`src/rtl/clk_pwr_ctrl.sv`:
```
`timescale 1ns/1ps
module clk_pwr_ctrl #(
  parameter int ADDR_W   = 16,
  parameter int DATA_W   = 8,
  parameter int LCW      = 16,
  parameter int DIV_MAX  = 4,
  parameter int FAST_BIT = 4,
  parameter logic [ADDR_W-1:0] CTRL_ADDR = 16'h2200
) (
  input  logic              clk,
  input  logic              rst_n,
  input  logic [1:0]        pmode,
  input  logic              lcd_boost,
  input  logic              emu_en,
  input  logic [LCW-1:0]    lock_cycles,
  input  logic              wr_en,
  input  logic [ADDR_W-1:0] addr,
  input  logic [DATA_W-1:0] wdata,
  output logic [DATA_W-1:0] rdata,
  output logic              pll_on,
  output logic              pll_fast,
  output logic              pll_lock,
  output logic              mpu_ce,
  output logic              emu_ce
);
  localparam int DCW = DIV_MAX + 2;
  localparam logic [2:0] DMAX = 3'(DIV_MAX);

  function automatic logic [DCW-1:0] top_of(input logic [2:0] d);
    top_of = '0;
    for (int i = 0; i < DCW; i++)
      if (i < int'(d) + 2) top_of[i] = 1'b1;
  endfunction

  logic           fast_req, etog;
  logic [2:0]     div_req, div_cur;
  logic [LCW-1:0] lcnt;
  logic [DCW-1:0] dcnt;
  logic           unused_wbits;

  wire need   = !(pmode == 2'b01 || (pmode == 2'b10 && !lcd_boost));
  wire hit    = (addr == CTRL_ADDR);
  wire wr     = wr_en && hit;
  wire [2:0] wdiv = (wdata[2:0] > DMAX) ? DMAX : wdata[2:0];
  wire [DCW-1:0] dlast = top_of(div_cur);
  wire emu_go = emu_en && pll_lock && pll_fast;

  assign unused_wbits = ^wdata;
  assign mpu_ce = pll_lock && (dcnt == dlast);
  assign emu_ce = emu_go && etog;

  always_comb begin
    rdata = '0;
    if (hit) begin
      rdata[FAST_BIT] = fast_req;
      rdata[2:0]      = div_req;
    end
  end

  always_ff @(posedge clk or negedge rst_n) begin
    if (!rst_n) begin
      pll_on   <= 1'b0;
      pll_fast <= 1'b0;
      pll_lock <= 1'b0;
      fast_req <= 1'b0;
      lcnt     <= '0;
    end else if (!need) begin
      pll_on   <= 1'b0;
      pll_fast <= 1'b0;
      pll_lock <= 1'b0;
      fast_req <= 1'b0;
      lcnt     <= lock_cycles;
    end else begin
      pll_on <= 1'b1;
      if (wr) fast_req <= wdata[FAST_BIT];
      if (!pll_on) begin
        pll_lock <= 1'b0;
        lcnt     <= lock_cycles;
      end else if (pll_lock) begin
        if (pll_fast != fast_req) begin
          pll_fast <= fast_req;
          pll_lock <= 1'b0;
          lcnt     <= lock_cycles;
        end
      end else if (lcnt == '0) begin
        pll_lock <= 1'b1;
      end else begin
        lcnt <= lcnt - 1'b1;
      end
    end
  end

  always_ff @(posedge clk or negedge rst_n) begin
    if (!rst_n) begin
      div_req <= '0;
      div_cur <= '0;
      dcnt    <= '0;
    end else begin
      if (wr) div_req <= wdiv;
      if (!pll_lock || dcnt == dlast) begin
        dcnt    <= '0;
        div_cur <= div_req;
      end else begin
        dcnt <= dcnt + 1'b1;
      end
    end
  end

  always_ff @(posedge clk or negedge rst_n) begin
    if (!rst_n) etog <= 1'b0;
    else        etog <= emu_go ? ~etog : 1'b0;
  end

  a_r2_sleep_off: assert property (@(posedge clk) disable iff (!rst_n)
    (pmode == 2'b01) |=> !pll_on);
  a_r3_lock_drop_on_change: assert property (@(posedge clk) disable iff (!rst_n)
    (pll_on && pll_fast != $past(pll_fast)) |-> !pll_lock);
  a_r4_wake_slow: assert property (@(posedge clk) disable iff (!rst_n)
    $rose(pll_on) |-> !pll_fast);
  a_r6_div_bound: assert property (@(posedge clk) disable iff (!rst_n)
    div_req <= DMAX);
  a_r7_ce_locked: assert property (@(posedge clk) disable iff (!rst_n)
    mpu_ce |-> $past(pll_lock));
  a_r9_change_when_locked: assert property (@(posedge clk) disable iff (!rst_n)
    (pll_on && $past(pll_on) && pll_fast != $past(pll_fast)) |-> $past(pll_lock));
  a_r10_emu_alternate: assert property (@(posedge clk) disable iff (!rst_n)
    emu_ce |=> !emu_ce);
endmodule

```
`config.mk`:
```
export PLATFORM = sky130hd
export DESIGN_NAME = clk_pwr_ctrl
export DESIGN_NICKNAME = d
export VERILOG_FILES = /design/src/rtl/clk_pwr_ctrl.sv
export SDC_FILE = /design/constraint.sdc
export NUM_CORES = 1
export LEC_CHECK = 0
export ABC_AREA = 1
export BUFFER_PORTS_ARGS = -buffer_cell sky130_fd_sc_hd__buf_2
export CORE_MARGIN = 10
export CORE_UTILIZATION = 40
export CTS_CLUSTER_SIZE = 8
export DETAILED_ROUTE_END_ITERATION = 12
export GPL_TIMING_DRIVEN = 0
export SYNTH_ARGS = -nofsm -noshare
export SYNTH_HDL_FRONTEND = slang
export SYNTH_SLANG_ARGS = --single-unit
```
`constraint.sdc`:
```
create_clock -name clk -period 2.3 [get_ports clk]
set_input_delay 0 -clock clk [delete_from_list [all_inputs] [get_ports clk]]
set_output_delay 0 -clock clk [all_outputs]
set_load 0.05 [all_outputs]
```
[Word-level counts from Yosys, hierarchy flattened]
Cells that the tools add are included.
Storage, ports and cells
  bits in registers: 33
  bits of input ports: 47
  output and inout bits: 13
  word-level logic and storage cells: 72
Cells by class
  add/sub/neg operators: 3
  magnitude comparators: 7
  equality and inequality tests: 7
  mux-type cells: 28
  bitwise gates (word level): 1
  reduce and logical (&&, ||, !) cells: 17
Operator list (count)
  $mux W16: 5
  $lt A3 B32 Y1 const A: 2
  $lt A1 B32 Y1 const A: 1
  $lt A2 B32 Y1 const A: 1
  $lt A4 B32 Y1 const A: 1
  $mux W1: 20
  $eq A16 B14 Y1 const B: 1
  $logic_not A16 Y1: 1
  $sub A16 B1 Y16 const B: 1
  $reduce_bool A2 Y1: 4
  $add A6 B1 Y6 const B: 1
  $eq A6 B6 Y1: 1
  $logic_and A1 B1 Y1: 6
  $mux W3: 2
  $mux W6: 1
  $add A3 B2 Y4 const B: 1
  $lt A3 B4 Y1 const A: 1
  $ne A4 B2 Y1 const B: 1
  $ne A4 B4 Y1 const B: 1
  $gt A3 B3 Y1 const B: 1
  $reduce_and A3 Y1: 1
  $eq A2 B1 Y1 const B: 1
  $eq A2 B2 Y1 const B: 1
  $logic_not A1 Y1: 2
  other kinds (4): 5

[Depth between registers and ports, before layout]
  depth in word-level cells: 6
  gate-level depth with buffers: 13
  gate-level depth less buffers: 12

[Worst setup path before layout]
Ideal clock, no wire load.
  kind: register -> output
  start: register div_cur[1]
  end: output port mpu_ce
  arrival time: 1.975 ns
  required time: 2.300 ns
  slack: 0.325 ns
  cell stages (with the launch flop): 11
  path buffers: 1
  cells stage by stage: dfrtp_1 > inv_1 > ha_1 > buf_2 > nand2_1 > inv_1 > nor2_1 > nand3_1 > nor2_1 > nand2_1 > nor2_1
On the way
  longest elaborated chain between the ends: 5
  elaborated cells on any way between the ends: 15
  those cells by class: 1 x add/sub; 6 x order compare; 1 x eq/ne; 6 x mux; 1 x reduce/logical
RTL lines
  from (decl): line 36  | logic [2:0] div_req, div_cur;
  from (signal assigned): line 102  | div_cur <= div_req;
  $add A3 B2 Y4 (*): line 32  | if (i < int'(d) + 2) top_of[i] = 1'b1;
  $lt A1 B32 Y1 (tied with other cells): line 32
  $mux W1: line 32
  $eq A6 B6 Y1 (*): line 49  | assign mpu_ce = pll_lock && (dcnt == dlast);
  $logic_and A1 B1 Y1 (*): line 49
  to (decl): line 23  | output logic mpu_ce,
Every way passes the cells marked *; elsewhere a longest branch is shown, timed or not.

[Worst setup path in the final report]
Same ends and word-level chain as after synthesis.

==> impl_metrics.ini <==
[sta]
fin_crit_sh_pct = 89.9
timing.final.crit_period_ns = 2.07
clock.fmax_mhz = 484
drv_slew = 0
worst_clock_skew_ns = 0.00996
rsz0062_at_grt = false
finalHoldWorstSlack_ns = 0.0111
totalNegativeSetupSlack_ns = 0
setup_violations = 0
slew-limit-headroom_pct = 48.3
worstMarginPinSlew_ns = 0.776
report.final.hold_viol_count = 0

[drt]
postRouteAntennaNets = 0
routed_wl_um = 5930
drt-initial-drc-count = 106
route.detailed.wl_per_inst_um = 12.1
avgViaCountPerCell = 4.68
drc_errors = 0
detailedRoute.firstPassIterationCount = 4
route.vias.total = 2288

[yosys]
synth_warnings = 0
synth_enable_flop_cells = 0
synthDistinctLibCells = 29
synth_flop_cell = sky130_fd_sc_hd__dfrtp_1
syn_avg_cell_area_um2 = 6.71
ys_seq_area_share_pct = 35.1
synthCells = 350
async_flop_share_pct = 100
postSynthRegisterBits = 33
netlist_area_before_placement_mm2 = 0.00235

[floorplanning]
fp.dieW_um = 96.6
coreArea_mm2 = 0.00561
chipHeight_um = 96.6
floorplan.io_pins = 60
placementRows = 27
dieArea_mm2 = 0.00934
start_util_pct = 41.9

[grt]
first_pass_grt_wire_length_um = 10600
largest_net_degree_at_the_start_of_global_routing = 34
first_global_vias = 2202
globalRouteTotalUtil_pct = 13.0
grt.overflow.total = 0
antenna_violations_before_repair = 0

[cells_and_area]
multiInputGateArea_mm2 = 0.00128
fill_cells = 587
drive_above_1_share_pct = 24.0
syn_to_final_growth_pct = 22.4
seqCellArea_um2 = 827
diodes = 0
nNetsFinal = 470

[setup_path]
critical_path_peak_fanout = 10
critical_path.startpoint_type = flop
worst-setup-path-type = reg -> out
critical_path_required_ns = 2.30
critPathCaptureType = primary output
crit_arrival_ns = 2.07

[pwr]
leakagePower_uw = 0.00154
max-vdd-ir-drop_mv = 0.221
power_density_mw_per_mm2 = 514

[clock_tree]
post-cts-setup-buffers = 0
worst_setup_hold_path_clk_slew_ns = 0.07
worstSkewPairLatency_ns = 0.29
ctsRootBufferMaster = sky130_fd_sc_hd__clkbuf_8
clk_path_buf_depth = 2
numCtsBuffers = 5
htreeDepth = 2
cts_tree = done
cts_sinks = 33

[placement]
place_congestion = 0.820
io_buffer_count = 51
dp_hpwl_um = 4650

[outcome]
status = completed

[flow_run]
timing.max_cap.violations = 0

[hold_path]
hp-class = in -> reg
logic make-up after synthesis:
| family | Yosys count | share of synthesized area [%] |
|---|---|---|
| compound gates | 17 | 4.26 |
| simple gates | 231 | 43.5 |
| other cells | 1 | 0.160 |
| buf+inv | 55 | 11.1 |
| fa+ha+maj | 6 | 3.19 |
| flops | 33 | 35.1 |
| xor+xnor | 7 | 2.61 |
report_power, final:
group	internal, uW	switching, uW
clock	315	213
combinational	116	172
sequential	618	44.8
area by class of cell:
class                   instances  share of cell area, %
well taps                      72                   3.13
flip-flops and latches         33                   28.8
clock buffers                   5                   2.39
clock inverters                 2                   1.22
inverters                      43                   5.70
plain buffers                  12                   3.39
repair buffers                 57                   11.0
multi-input cells             265                   44.4
synthesized netlist by cell type, types with 3 or more instances:
cell type / n / area (um2)
sky130_fd_sc_hd__ha_1: 6 / 75.1
sky130_fd_sc_hd__nand3_1: 46 / 230
sky130_fd_sc_hd__xor2_1: 5 / 43.8
sky130_fd_sc_hd__nand2_2: 6 / 37.5
sky130_fd_sc_hd__nand2_1: 103 / 387
sky130_fd_sc_hd__buf_2: 5 / 25.0
sky130_fd_sc_hd__nor2_2: 3 / 18.8
sky130_fd_sc_hd__nand4_1: 5 / 31.3
sky130_fd_sc_hd__inv_1: 40 / 150
sky130_fd_sc_hd__o21ai_2: 4 / 35.0
sky130_fd_sc_hd__buf_4: 4 / 30.0
sky130_fd_sc_hd__o21ai_0: 11 / 55.1
sky130_fd_sc_hd__nor2_1: 51 / 191
sky130_fd_sc_hd__or2_2: 9 / 56.3
sky130_fd_sc_hd__dfrtp_1: 33 / 826
state kept, by name (all words and copies together), names as in the netlist:
register and count:
lcnt 16, pll_lock 1, div_req 3, pll_on 1, pll_fast 1, etog 1
div_cur 3, fast_req 1, dcnt 6
layer usage:
layer / wire, um / global-route usage, % / part of all wire, % / vias up
met3: 193 / 3.05 / 3.3 / 7
met2: 2810 / 20.7 / 47 / 35
met5: 0 / 0 / 0 / -
met4: 70 / 3.04 / 1.2 / 0
li1: - / - / - / 1211
met1: 2860 / 17.1 / 48 / 1035
worst paths after layout:
path | startpoint | to | slack (ns) | depth (start not counted)
worst min register to register | etog | etog | 0.43 | 1
worst max register to register | div_cur[1] | div_cur[2] | 0.49 | 13
worst max-delay path | div_cur[1] | mpu_ce | 0.23 | 12
worst min-delay path | lock_cycles[6] | lcnt[6] | 0.01 | 5
min in group asynchronous | rst_n | dcnt[0] | 0.33 | 2
max in group asynchronous | rst_n | div_cur[1] | 1.44 | 2
cells in the final DEF (no fill, tap or decap), types with 6 or more instances in the layout:
| cell type | n |
|---|---|
| sky130_fd_sc_hd__nor2_1 | 51 |
| sky130_fd_sc_hd__dfrtp_1 | 32 |
| sky130_fd_sc_hd__nand2_1 | 102 |
| sky130_fd_sc_hd__buf_2 | 55 |
| sky130_fd_sc_hd__nand2_2 | 7 |
| sky130_fd_sc_hd__o21ai_0 | 11 |
| sky130_fd_sc_hd__inv_1 | 40 |
| sky130_fd_sc_hd__or2_2 | 9 |
| sky130_fd_sc_hd__nand3_1 | 46 |
| sky130_fd_sc_hd__dlygate4sd3_1 | 6 |
| sky130_fd_sc_hd__ha_1 | 6 |
metrics by stage:
step,cells,setup slack (ns),power (uW),util [%],cell area (um2)
after floorplan,353,0.325,859,-,2360
after global placement,476,0.372,947,48.3,2710
after detailed placement,476,0.347,954,48.3,2710
after CTS,489,0.0557,1490,51.2,2870
after global routing,489,0.0315,1570,51.3,2880
final,489,0.232,1480,51.3,2880
critical path, cell delays in order, from the launching register on:
cell                       delay [ns]
sky130_fd_sc_hd__dfrtp_2         0.46
sky130_fd_sc_hd__inv_1           0.12
sky130_fd_sc_hd__ha_1            0.14
sky130_fd_sc_hd__buf_2           0.19
sky130_fd_sc_hd__nand2_1         0.09
sky130_fd_sc_hd__nand2_1         0.07
sky130_fd_sc_hd__nand2_1         0.05
sky130_fd_sc_hd__clkinv_1        0.04
sky130_fd_sc_hd__nand3_1         0.05
sky130_fd_sc_hd__nor2_1          0.11
sky130_fd_sc_hd__nand2_2         0.12
sky130_fd_sc_hd__nor2_1          0.13
sky130_fd_sc_hd__buf_4           0.21
what timing repair did:
action / CTS / global route
hold endpoints to repair: 38 / 0
gates resized for setup: 0 / 4
setup endpoints to repair: 0 / 1
hold buffers: 6 / 0
Power figures use the tool's default switching activity.
